<file path="src/rtl/cfa_pkg.sv">
package cfa_pkg;
   localparam int MINOR_W = 6;
   localparam int COL_W   = 8;
   localparam int ROW_W   = 5;
   localparam int TYPE_W  = 3;
   localparam int FA_W    = 1 + TYPE_W + ROW_W + COL_W + MINOR_W;

   typedef enum logic [TYPE_W-1:0] {
      BT_LOGIC    = 3'd0,
      BT_RAM_IC   = 3'd1,
      BT_RAM_DATA = 3'd2,
      BT_CFG_A    = 3'd3,
      BT_CFG_B    = 3'd4
   } blk_type_e;

   typedef struct packed {
      logic               half;
      logic [TYPE_W-1:0]  btype;
      logic [ROW_W-1:0]   row;
      logic [COL_W-1:0]   col;
      logic [MINOR_W-1:0] minor;
   } frame_addr_t;
endpackage

</file>
<file path="src/rtl/cfa_word_counter.sv">
module cfa_word_counter #(
   parameter int FRAME_WORDS = 41,
   localparam int CNT_W = (FRAME_WORDS > 1) ? $clog2(FRAME_WORDS) : 1
) (
   input  logic clk,
   input  logic rst_n,
   input  logic clear,
   input  logic step,
   output logic frame_end
);
   localparam logic [CNT_W-1:0] LAST = CNT_W'(FRAME_WORDS - 1);

   logic [CNT_W-1:0] cnt_q;
   logic             at_last;

   assign at_last   = (cnt_q == LAST);
   assign frame_end = step && at_last;

   always_ff @(posedge clk) begin
      if (!rst_n || clear) begin
         cnt_q <= '0;
      end else if (step) begin
         cnt_q <= at_last ? '0 : cnt_q + 1'b1;
      end
   end
endmodule

</file>
<file path="src/rtl/cfa_field_step.sv">
module cfa_field_step #(
   parameter int W = 6
) (
   input  logic [W-1:0] val,
   input  logic [W-1:0] last,
   input  logic         inc,
   output logic [W-1:0] nxt,
   output logic         carry
);
   logic wrap;

   assign wrap  = (val >= last);
   assign carry = inc && wrap;

   always_comb begin
      if (!inc)      nxt = val;
      else if (wrap) nxt = '0;
      else           nxt = val + 1'b1;
   end
endmodule

</file>
<file path="src/rtl/cfa_minor_limit.sv">
module cfa_minor_limit
   import cfa_pkg::*;
#(
   parameter int MINOR_LAST_T0 = 21,
   parameter int MINOR_LAST_T1 = 19,
   parameter int MINOR_LAST_T2 = 63,
   parameter int MINOR_LAST_T3 = 21,
   parameter int MINOR_LAST_T4 = 19
) (
   input  logic [TYPE_W-1:0]  btype,
   output logic [MINOR_W-1:0] last
);
   always_comb begin
      case (btype)
         BT_RAM_IC:   last = MINOR_W'(MINOR_LAST_T1);
         BT_RAM_DATA: last = MINOR_W'(MINOR_LAST_T2);
         BT_CFG_A:    last = MINOR_W'(MINOR_LAST_T3);
         BT_CFG_B:    last = MINOR_W'(MINOR_LAST_T4);
         default:     last = MINOR_W'(MINOR_LAST_T0);
      endcase
   end
endmodule

</file>
<file path="src/rtl/cfg_frame_addr_seq.sv">
module cfg_frame_addr_seq
   import cfa_pkg::*;
#(
   parameter int FRAME_WORDS   = 41,
   parameter int COL_LAST      = 15,
   parameter int ROW_LAST      = 3,
   parameter int TYPE_LAST     = 4,
   parameter int MINOR_LAST_T0 = 21,
   parameter int MINOR_LAST_T1 = 19,
   parameter int MINOR_LAST_T2 = 63,
   parameter int MINOR_LAST_T3 = 21,
   parameter int MINOR_LAST_T4 = 19
) (
   input  logic            clk,
   input  logic            rst_n,
   input  logic            wr_en,
   input  logic [FA_W-1:0] wr_addr,
   input  logic            word_valid,
   input  logic            word_enable,
   output logic            word_ready,
   output logic [FA_W-1:0] frame_addr,
   output logic            seq_done
);
   localparam int MINOR_MAX = (1 << MINOR_W) - 1;

   // elaboration-time parameter checks
   if (FRAME_WORDS < 2) begin : g_bad_frame
      $error("FRAME_WORDS must be at least 2");
   end
   if (COL_LAST < 0 || COL_LAST >= (1 << COL_W)) begin : g_bad_col
      $error("COL_LAST out of field range");
   end
   if (ROW_LAST < 0 || ROW_LAST >= (1 << ROW_W)) begin : g_bad_row
      $error("ROW_LAST out of field range");
   end
   if (TYPE_LAST < int'(BT_RAM_DATA) || TYPE_LAST >= (1 << TYPE_W)) begin : g_bad_type
      $error("TYPE_LAST must cover the RAM content type");
   end
   if (MINOR_LAST_T0 > MINOR_MAX || MINOR_LAST_T1 > MINOR_MAX ||
       MINOR_LAST_T2 > MINOR_MAX || MINOR_LAST_T3 > MINOR_MAX ||
       MINOR_LAST_T4 > MINOR_MAX) begin : g_bad_minor
      $error("minor limit exceeds field range");
   end

   frame_addr_t cur_q, nxt;
   logic        halt_q, done_q;
   logic        accept, frame_end, final_frame;
   logic        c_minor, c_col, c_row, c_half, c_type;
   logic [MINOR_W-1:0] minor_last;

   assign accept = word_valid && word_enable && !halt_q && !wr_en;

   cfa_word_counter #(.FRAME_WORDS(FRAME_WORDS)) u_wcnt (
      .clk       (clk),
      .rst_n     (rst_n),
      .clear     (wr_en),
      .step      (accept),
      .frame_end (frame_end)
   );

   cfa_minor_limit #(
      .MINOR_LAST_T0(MINOR_LAST_T0), .MINOR_LAST_T1(MINOR_LAST_T1),
      .MINOR_LAST_T2(MINOR_LAST_T2), .MINOR_LAST_T3(MINOR_LAST_T3),
      .MINOR_LAST_T4(MINOR_LAST_T4)
   ) u_mlim (
      .btype (cur_q.btype),
      .last  (minor_last)
   );

   // carry chain: minor -> column -> row -> half -> block type
   cfa_field_step #(.W(MINOR_W)) u_minor (
      .val(cur_q.minor), .last(minor_last), .inc(frame_end),
      .nxt(nxt.minor), .carry(c_minor)
   );
   cfa_field_step #(.W(COL_W)) u_col (
      .val(cur_q.col), .last(COL_W'(COL_LAST)), .inc(c_minor),
      .nxt(nxt.col), .carry(c_col)
   );
   cfa_field_step #(.W(ROW_W)) u_row (
      .val(cur_q.row), .last(ROW_W'(ROW_LAST)), .inc(c_col),
      .nxt(nxt.row), .carry(c_row)
   );
   cfa_field_step #(.W(1)) u_half (
      .val(cur_q.half), .last(1'b1), .inc(c_row),
      .nxt(nxt.half), .carry(c_half)
   );
   cfa_field_step #(.W(TYPE_W)) u_type (
      .val(cur_q.btype), .last(TYPE_W'(TYPE_LAST)), .inc(c_half),
      .nxt(nxt.btype), .carry(c_type)
   );

   assign final_frame = c_half && (cur_q.btype == BT_RAM_DATA);

   always_ff @(posedge clk) begin
      if (!rst_n) begin
         cur_q  <= '0;
         halt_q <= 1'b0;
         done_q <= 1'b0;
      end else if (wr_en) begin
         cur_q  <= frame_addr_t'(wr_addr);
         halt_q <= 1'b0;
         done_q <= 1'b0;
      end else begin
         done_q <= final_frame;
         if (final_frame) begin
            halt_q <= 1'b1;
         end else if (frame_end) begin
            cur_q <= nxt;
         end
      end
   end

   assign frame_addr = cur_q;
   assign word_ready = !halt_q;
   assign seq_done   = done_q;

   logic unused_carry;
   assign unused_carry = c_type;
endmodule

</file>
<file path="config.mk">
export PLATFORM = sky130hd
export DESIGN_NAME = cfg_frame_addr_seq
export DESIGN_NICKNAME = d
export VERILOG_FILES = /design/src/rtl/cfa_pkg.sv /design/src/rtl/cfa_word_counter.sv /design/src/rtl/cfa_field_step.sv /design/src/rtl/cfa_minor_limit.sv /design/src/rtl/cfg_frame_addr_seq.sv
export SDC_FILE = /design/constraint.sdc
export NUM_CORES = 1
export LEC_CHECK = 0
export ABC_AREA = 1
export BUFFER_PORTS_ARGS = -buffer_cell sky130_fd_sc_hd__buf_2
export CAP_MARGIN = 20
export CORE_ASPECT_RATIO = 1.25
export CORE_MARGIN = 4
export CORE_UTILIZATION = 50
export DETAILED_ROUTE_END_ITERATION = 12
export HOLD_SLACK_MARGIN = 0.05
export PLACE_DENSITY = 0.85
export SLEW_MARGIN = 25
export SYNTH_ARGS = -nofsm -noshare
export SYNTH_HDL_FRONTEND = slang
export SYNTH_SLANG_ARGS = --single-unit
</file>
<file path="constraint.sdc">
create_clock -name clk -period 2.8 [get_ports clk]
set_input_delay 0.14 -clock clk [delete_from_list [all_inputs] [get_ports clk]]
set_output_delay 0.14 -clock clk [all_outputs]
set_load 0.05 [all_outputs]
</file>
After elaboration in Yosys (flattened, before gate mapping)
Index checks and enable logic that the tools add are counted.

storage, ports and cells
  flip-flop bits (word level) = 31
  input bits = 28
  logic and storage cells = 64

cells by class
  add/subtract/negate cells = 6
  magnitude comparators = 5
  equal/unequal tests = 5
  multiplexer cells = 14
  bitwise operators = 1
  reduce and logical (&&, ||, !) cells = 25

operator list
  cell                                                                    count
  23-bit two-way mux                                                      3
  8-bit two-way mux                                                       2
  6-bit by 1-bit adder with 6-bit output (second input constant)          2
  6-bit two-way mux                                                       2
  6-bit case mux with 2 select lines                                      1
  3-bit AND reduction                                                     4
  5-bit two-way mux                                                       2
  2-bit nonzero test                                                      5
  1-bit logical AND                                                       9
  8-bit by 1-bit adder with 8-bit output (second input constant)          1
  8-bit by 4-bit >= comparator with 1-bit output (second input constant)  1
  6-bit == test (second input constant)                                   1
  6-bit >= comparator                                                     1
  3-bit two-way mux                                                       2
  5-bit by 1-bit adder with 5-bit output (second input constant)          1
  5-bit by 2-bit >= comparator with 1-bit output (second input constant)  1
  2-bit OR reduction                                                      2
  3-bit by 1-bit adder with 3-bit output (second input constant)          1
  3-bit by 1-bit == test with 1-bit output (second input constant)        1
  3-bit by 2-bit == test with 1-bit output (second input constant)        1
  3-bit == test (second input constant)                                   1
  3-bit >= comparator (second input constant)                             1
  1-bit zero test                                                         3
  1-bit two-way mux                                                       2
  other kinds (6)                                                         6

Logic depth before layout (Yosys ltp)
Gate-level depths: netlist of run 1.

  depth in word-level cells = 12
  mapped depth = 19
  mapped depth without buffers = 19

Hierarchy
From an unflattened synthesis of run 1, not the netlist that was laid out.

second synthesis, totals
  cell total of the unflattened synthesis = 549
  area, all modules = 3276.9 um2

by module, submodules not included
  module                     times used  cells an instance  area each (um2)  seq. area each (um2)
  cfg_frame_addr_seq         1           263                1574.0           500.5
  cfa_field_step at u_col    1           82                 455.4            0.0
  cfa_word_counter           1           50                 355.3            120.1
  cfa_field_step at u_minor  1           57                 339.1            0.0
  cfa_field_step at u_row    1           49                 296.5            0.0
  cfa_field_step at u_type   1           29                 155.1            0.0
  cfa_minor_limit            1           13                 72.6             0.0
  cfa_field_step at u_half   1           6                  28.8             0.0

Worst setup path before layout of run 1
Ideal clock, no wire load.

  path type = register to register
  from = register cur_q, in the netlist frame_addr[19]
  to = register cur_q, in the netlist frame_addr[15]
  data arrival time = 2625 ps
  required time = 2684 ps
  setup slack = 59 ps
  stages on the path, launching flop included = 18
  buffers on the path = 0
  clock period less this slack = 2741 ps
  path through = dfxtp_1 > inv_1 > ha_1 > or2_2 > o21ai_0 > inv_1 > nor2_1 > ha_1 > nand2_1 > nand2_1 > nand2_1 > inv_1 > nor2_1 > nor2_2 > o31ai_2 > nand2_1 > o21ai_0 > nor2_1

on the way
  word-level cells in the longest chain between the ends = 11
  elaborated cells between the ends (all ways) = 14

ends and longest elaborated chain
  what                                                                              RTL line                   source
  start: declaration                                                                cfg_frame_addr_seq.sv:45   frame_addr_t cur_q, nxt;
  start signal: assignment                                                          cfg_frame_addr_seq.sv:100  cur_q <= frame_addr_t'(wr_addr);
  start signal: assignment                                                          cfg_frame_addr_seq.sv:108  cur_q <= nxt;
  3-bit by 1-bit == test with 1-bit output / 3-bit == test (equally long branches)  cfa_minor_limit.sv:14      case (btype)
  2-bit OR reduction (no line)                                                      -
  6-bit case mux with 2 select lines                                                cfa_minor_limit.sv:14
  6-bit >= comparator                                                               cfa_field_step.sv:12       assign wrap = (val >= last);
  1-bit logical AND (4 in a row)                                                    cfa_field_step.sv:13       assign carry = inc && wrap;
  1-bit logical AND                                                                 cfg_frame_addr_seq.sv:92   assign final_frame = c_half && (cur_q.btype == BT_RAM_DATA);
  2-bit inequality test (no line)                                                   -
  3-bit AND reduction (no line) *                                                   -

Every way passes the cells marked *; elsewhere a longest branch is shown, timed or not.
A chain may end at the register's enable or synchronous reset.

Final worst setup path of run 1
  from = register cur_q, in the netlist frame_addr[19]
  to = register cur_q, in the netlist frame_addr[4]

on the way
  word-level cells in the longest chain between the ends = 11
  elaborated cells between the ends (all ways) = 17

ends and longest elaborated chain
  what                                                                              RTL line
  3-bit by 1-bit == test with 1-bit output / 3-bit == test (equally long branches)  cfa_minor_limit.sv:14
  2-bit OR reduction (no line)                                                      -
  6-bit case mux with 2 select lines                                                cfa_minor_limit.sv:14
  6-bit >= comparator                                                               cfa_field_step.sv:12
  1-bit logical AND (4 in a row)                                                    cfa_field_step.sv:13
  1-bit logical AND                                                                 cfg_frame_addr_seq.sv:92
  2-bit inequality test (no line)                                                   -
  2-bit AND reduction (no line)                                                     -

Several ways; a longest one is shown, not always the timed one. The select of a mux whose other input is x is not followed.

==> results.md, run 1 <==
- Largest net degree at the start of global routing: 33
- Sw power: between 0.3 and 0.4 mW
- Final period utilization: 91.3%
- Final Skew: between 0.006 and 0.007 ns
- Worst setup SP type: flop
- Starting Density: a little over 50%
- Setup_tns: 0 ns
- Slew Viols, Final: 0
- Clock tree buffer depth: 2
- # fillers: ~340
- Total clock sinks: 31
- CP endpoint kind: flop
- Syn. warnings: 0
- Clk slew on worst S/H paths: 0.07 ns
- Row Count: 25
- Synth Register Bits: 31
- Post-DRT Antenna Nets: 0
- Die area: 0.00497 mm²
- Placeable Area: 0.00378 mm²
- Vias in the first global route: about 1,900
- Max_cap viols: 0
- Total GRT Usage: 19.6%
- Final core utilization: 62.9%
- Internal power: 0.733 mW
- Tightest Pin Transition: approximately 0.59 ns
- Distinct cell type count after synthesis: 35
- Required @ worst endpoint: between 2 and 3 ns
- Initial antenna violation count: 0
- Total Wirelength: 4790 µm
- Max stage delay on crit path: 0.36 ns
- Seq/Total Area, Yosys: 31.9%
- Fin crit period: ~2.6 ns
- Clk_lat worst skew: approximately 0.28 ns
- Vias per inst: about 5.1
- Die width: between 60 and 70 µm
- # DRC: 0
- Share of layout cells above drive strength 1: 25.1%
- Synthesized Nets: between 300 and 400
- Power share of the sequential group: around 45%
- Fin Hold WS: around 0.11 ns
- Max Fclk: 0.391 GHz
- Worst path slowest cell: dfxtp_2
- DR iter-0 viols: 70
- P&R area growth vs syn: 22.2%
- Root buffer selected by CTS: clkbuf_8
- LEAKAGE: 1.16 nW
- Die Span Y: slightly below 80 µm
- Final net count: approximately 380
- I/O Pins: between 50 and 60
- Wire length per cell: 12.1 µm
- Hold depth: 3
- Max Fanout on Critical Path: 8
- Hold Crit Class: in -> reg
- Clock share of power: roughly 32%
- GRT met2 Usage: between 30% and 40%
- RSZ-0062 raised after global routing: false
- Mapped Area: slightly below 0.002 mm²
- R2r setup slk: 0.24 ns
- Setup ws final: roughly 0.24 ns
- Outcome: finished clean
- Crit Path Category: reg -> reg
- CTS H-tree depth: 2
- TritonCTS clock tree: built
- Grt ovf: 0
- Number of buffers created by CTS: 5
- Combinational power share: between 20% and 30%
- Crit path DAT: 2.70 ns
- Final Hold Viols: 0
- # setup viols final: 0
- Global placement routability congestion: 0.870
- Tot Pwr: ~1.1 mW
- Vias: between 2,000 and 2,500
- Syn Inst Count: about 290
- DP Wirelength: roughly 3600 µm
- Pre-CTS setup slack: about 0.11 ns
- Worst-path cell chain: inv_1 -> ha_1 -> or2_2 -> o21ai_0 -> nor2_1 -> ha_1 -> nand2_1 -> nor2_1 -> nand2_1 -> nand3_2 -> nand3_2 -> nor2_4 -> nand3_4 -> buf_4 -> nand3_1 -> a21oi_1
- Router iterations before antenna repair: 4
- Global-route wire length before repair: 7810 µm
- Number of diodes: 0
- Syn Area/Cell: 6.84 µm²
- Peak VDD IR: about 0.29 mV
- Global route hottest layer: met2
- Worst r2r path cells: 16
- Buffers on Ports: 52
- GR met3 Demand/Resource: 5.64%
- M1 GR Usage: 21.5%
- Power Density: between 400 and 500 mW/mm²
- Sw frac: 33.2%
- Rel. slew slack: around 61%
[cell families after synthesis]
group           share of synthesized area, %
compound gates                          12.8
xor+xnor                                2.70
fa+ha+maj                               8.35
buf+inv                                 8.03
flops                                   31.9
simple gates                            36.3
[repair_timing]
action | in CTS | in global routing
buffers inserted | 0 | 4
endpoints found under the hold margin | 0 | 0
setup endpoints to repair | 0 | 16
hold buffers | 0 | 0
gates resized for setup | 0 | 4
[through the flow]
| step | instances | area (µm²) |
|---|---|---|
| after floorplan | 285 | 1950 |
| after global placement | 384 | 2240 |
| after detailed placement | 384 | 2240 |
| after CTS | 391 | 2330 |
| after global routing | 396 | 2380 |
| final | 396 | 2380 |
[final timing paths]
| kind | from | to |
|---|---|---|
| max reg2reg | frame_addr[19]$_SDFFE_PN0P_ | frame_addr[4]$_SDFFE_PN0P_ |
| max | frame_addr[19]$_SDFFE_PN0P_ | frame_addr[4]$_SDFFE_PN0P_ |
| min reg2reg | u_wcnt.cnt_q[0]$_SDFFE_PP0P_ | u_wcnt.cnt_q[0]$_SDFFE_PP0P_ |
| min | wr_addr[16] | frame_addr[16]$_SDFFE_PN0P_ |
[per-layer routing]
layer  vias to the layer above  wire length, µm
li1                       1037                -
met1                       929             1950
met2                        61             2480
met3                         7              299
met4                         0               65
met5                         -                0
[power groups by stage]
stage          Sequential, mW  Clock [mW]  Combinational (mW)
6_report                0.489       0.354               0.255
5_1_grt                 0.492       0.380               0.282
4_1_cts                 0.487       0.361               0.254
3_5_place_dp            0.496           0               0.253
3_3_place_gp            0.496           0               0.249
2_1_floorplan           0.560           0               0.121
[worst max-delay path, delay by kind of cell (launching register included)]
kind,cells,cell delay (ns)
flip-flops,1,0.36
AND/OR/NAND/NOR,10,1.13
adder cells (fa/ha/maj),2,0.46
AO/OA/AOI/OAI,2,0.18
buffers and inverters,2,0.26
[state kept, by name, indices dropped and copies added, names as in the netlist]
| signal | flops |
|---|---|
| frame_addr | 23 |
| seq_done | 1 |
| halt_q | 1 |
| u_wcnt.cnt_q | 6 |
[Yosys cell counts (all sizes together)]
cell,instances,area (µm²)
a21oi,24,120
a22o,1,8.76
a22oi,4,30.0
buf,5,32.5
clkbuf,3,11.3
clkinv,1,3.75
dfxtp,31,621
ha,13,163
inv,29,109
nand2,74,290
nand3,30,178
nand4,1,6.26
nor2,41,190
nor3,5,30.0
nor4,1,6.26
o2111ai,1,8.76
o21ai,13,68.8
o31ai,1,12.5
or2,1,6.26
xnor2,2,17.5
xor2,4,35.0
[layout make-up]
type | instances | area (µm²) | share of cell area [%]
multi-input combinational | 217 | 1190 | 50.1
sequential | 31 | 623 | 26.2
timing repair buffer | 57 | 298 | 12.5
inverter | 30 | 113 | 4.73
clock buffer | 6 | 82.6 | 3.47
tap | 54 | 67.6 | 2.84
clock inverter | 1 | 5.00 | 0.210
[placed cells by master, fill, tap and decap left out, types with 2 or more instances in the layout]
cell type and n:
a21oi_1 24, a22oi_1 4, buf_2 52, buf_4 5, clkbuf_8 6, dfxtp_1 29, dfxtp_2 2, ha_1 13
inv_1 26, inv_2 3, nand2_1 71, nand2_4 3, nand3_1 26, nand3_2 4, nor2_1 36, nor2_2 2
nor2_4 2, nor3_1 4, o21ai_0 11, xnor2_1 2, xor2_1 4
Note: power is estimated with default switching activity, not from simulation.
==> inputs of run 2 (changes only) <==
BUFFER_PORTS_ARGS = unset   (was -buffer_cell sky130_fd_sc_hd__buf_2)
CAP_MARGIN = 10   (was 20)
DONT_BUFFER_PORTS = 1   (was unset)
PLACE_DENSITY = 0.73   (was 0.85)
==> run 2 against run 1 <==
  * Sequential power fell by 2%
  * Worst setup slack better by 0.063 ns
  * Fmax is 2.5% higher
  * Clock skew barely moved
  * Flip-flop and latch count unchanged
  * Power fell by 1.2%
  * Combinational power rose by 4%
  * Critical path depth increased by 1
  * Register-to-register slack gained 0.06 ns
  * Die area did not move
  * Largest cell class unchanged
  * Largest power group unchanged
==> results.md, run 2 (synthesis gave the netlist of run 1 again) <==
- Crit path buf inv count: 2
- Die Span Y: ~78 µm
- Wire length per cell: 13.0 µm
- Worst-path cell chain: inv_1 -> ha_1 -> or2_2 -> o21ai_0 -> nor2_1 -> ha_1 -> nand2_1 -> nor2_1 -> nand2_1 -> nand3_2 -> nand3_2 -> nor2_4 -> nand3_4 -> buf_4 -> nand3_1 -> nand2_1 -> nor2_1
- Total clock sinks: 31
- CP endpoint kind: flop
- Number of buffers created by CTS: 5
- Worst path slowest cell: dfxtp_1
- Most common cell after layout, fill and taps aside: nand2_1
- DP Wirelength: 3480 µm
- P&R area growth vs syn: 21.6%
- Max stage delay on crit path: between 0.3 and 0.4 ns
- Top delay family on crit path: simple AND/OR/NAND/NOR gates
- Power Density: roughly 460 mW/mm²
- CTS H-tree depth: 2
- Initial antenna violation count: 0
- Combinational power share: between 20% and 30%
- Internal power: around 0.72 mW
- DR iter-0 viols: a little over 90
- Final net count: 362
- Root buffer selected by CTS: clkbuf_8
- Tightest Pin Transition: roughly 0.54 ns
- Rel. slew slack: between 60 and 70%
- # DRC: 0
- Fin Hold WS: 0.0792 ns
- Fin crit period: around 2.5 ns
- I/O Pins: 53
- Vias: just under 2,000
- Crit path DAT: approximately 2.7 ns
- Largest register FFs: 23
- Total Wirelength: 4900 µm
- Number of diodes: 0
- Max Fanout on Critical Path: 9
- Hold Crit Class: in -> reg
- Slew Viols, Final: 0
- Die width: ~64 µm
- Post-DRT Antenna Nets: 0
- Buffers on Ports: 0
- Final Hold Viols: 0
- Global-route wire length before repair: between 8000 and 9000 µm
- Largest net degree at the start of global routing: 26
- Share of layout cells above drive strength 1: 17.4%
- Router iterations before antenna repair: 4
- Die area: 0.00497 mm²
- Global placement routability congestion: 0.844
- Vias in the first global route: approximately 2,000
- Max Fclk: between 0.4 and 0.5 GHz
- Vias per inst: around 5.2
- Sw frac: 33.5%
- Clock tree buffer depth: 2
- Starting Density: between 50 and 60%
- Tot Pwr: between 1 and 1.5 mW
- Sw power: 0.363 mW
- Clk slew on worst S/H paths: 0.06 ns
- Worst setup SP type: flop
- Peak VDD IR: ~0.33 mV
- Clk_lat worst skew: roughly 0.28 ns
- Power share of the sequential group: between 40 and 50%
- Max_cap viols: 0
- Outcome: finished clean
- Crit Path Category: reg -> reg
- LEAKAGE: around 1.1 nW
- Clock share of power: a little under a third
- Placeable Area: 0.00378 mm²
- Total GRT Usage: a little over a fifth
- Row Count: 25
- # setup viols final: 0
- Grt ovf: 0
- Required @ worst endpoint: 3.02 ns
- Final period utilization: between 80% and 90%
- TritonCTS clock tree: built
- Final Skew: approximately 0.0065 ns
- Most frequent cells in the layout: 71 x nand2_1, 34 x nor2_1, 31 x dfxtp_1
==> run 2: cell count changes in the layout (fill, tap and decap cells not counted), sizes merged <==
cell / before / now
clkbuf: 6 / 7
dlygate4sd3: 0 / 9
buf: 57 / 27
==> run 2: area by class of cell <==
| cell class | count | area [µm²] |
|---|---|---|
| clock buffers | 7 | 76.3 |
| clock inverters | 1 | 5.00 |
| fillers | 352 | 1420 |
| inverters | 30 | 113 |
| multi-input cells | 217 | 1190 |
| flip-flops and latches | 31 | 621 |
| well taps | 54 | 67.6 |
| repair buffers | 36 | 293 |
==> run 2: repair_timing <==
action	CTS	global route
hold buffers	9	0
setup endpoints to repair	0	19
endpoints found under the hold margin	17	0
gates resized for setup	0	5
setup buffers	0	5
==> run 2: worst min-delay path: stages <==
cell	delay, ns
nor3_2	0.05
nand2_1	0.06
a21oi_1	0.06
==> run 2: final timing paths <==
| path | from | endpoint | slack (ns) | cells after the start |
|---|---|---|---|---|
| worst max-delay path | frame_addr[19]$_SDFFE_PN0P_ | frame_addr[9]$_SDFFE_PN0P_ | 0.31 | 17 |
| worst min-delay path | wr_en | u_wcnt.cnt_q[0]$_SDFFE_PP0P_ | 0.08 | 3 |
| worst max register to register | frame_addr[19]$_SDFFE_PN0P_ | frame_addr[9]$_SDFFE_PN0P_ | 0.31 | 17 |
| worst min register to register | u_wcnt.cnt_q[0]$_SDFFE_PP0P_ | u_wcnt.cnt_q[0]$_SDFFE_PP0P_ | 0.49 | 2 |
==> run 2: power by group through the flow <==
stage	clock [mW]	sequential (mW)	combinational, mW
global route	0.361	0.479	0.297
detailed placement	0	0.487	0.249
floorplan	0	0.560	0.121
CTS	0.343	0.477	0.263
global placement	0	0.486	0.245
finish	0.340	0.477	0.266
==> run 2: per-stage QoR <==
| stage | std cells | utilization, % | setup slack [ns] | TNS [ns] | cell area (µm²) |
|---|---|---|---|---|---|
| after floorplan | 285 | - | 0.0585 | 0 | 1950 |
| after global placement | 353 | 56.5 | 0.270 | 0 | 2140 |
| after detailed placement | 353 | 56.5 | 0.206 | 0 | 2140 |
| after CTS | 370 | 61.0 | 0.208 | 0 | 2310 |
| after global routing | 376 | 62.6 | -0.0145 | -0.0145 | 2370 |
| final | 376 | 62.6 | 0.306 | 0 | 2370 |
==> run 2: layer usage <==
| layer | track usage, % | up-vias | part of all wire, % |
|---|---|---|---|
| met5 | 0 | - | 0 |
| met4 | 8.42 | 0 | 1.5 |
| met3 | 5.35 | 10 | 7.6 |
| met2 | 37.1 | 59 | 52 |
| met1 | 23.7 | 883 | 39 |
| li1 | - | 1000 | - |
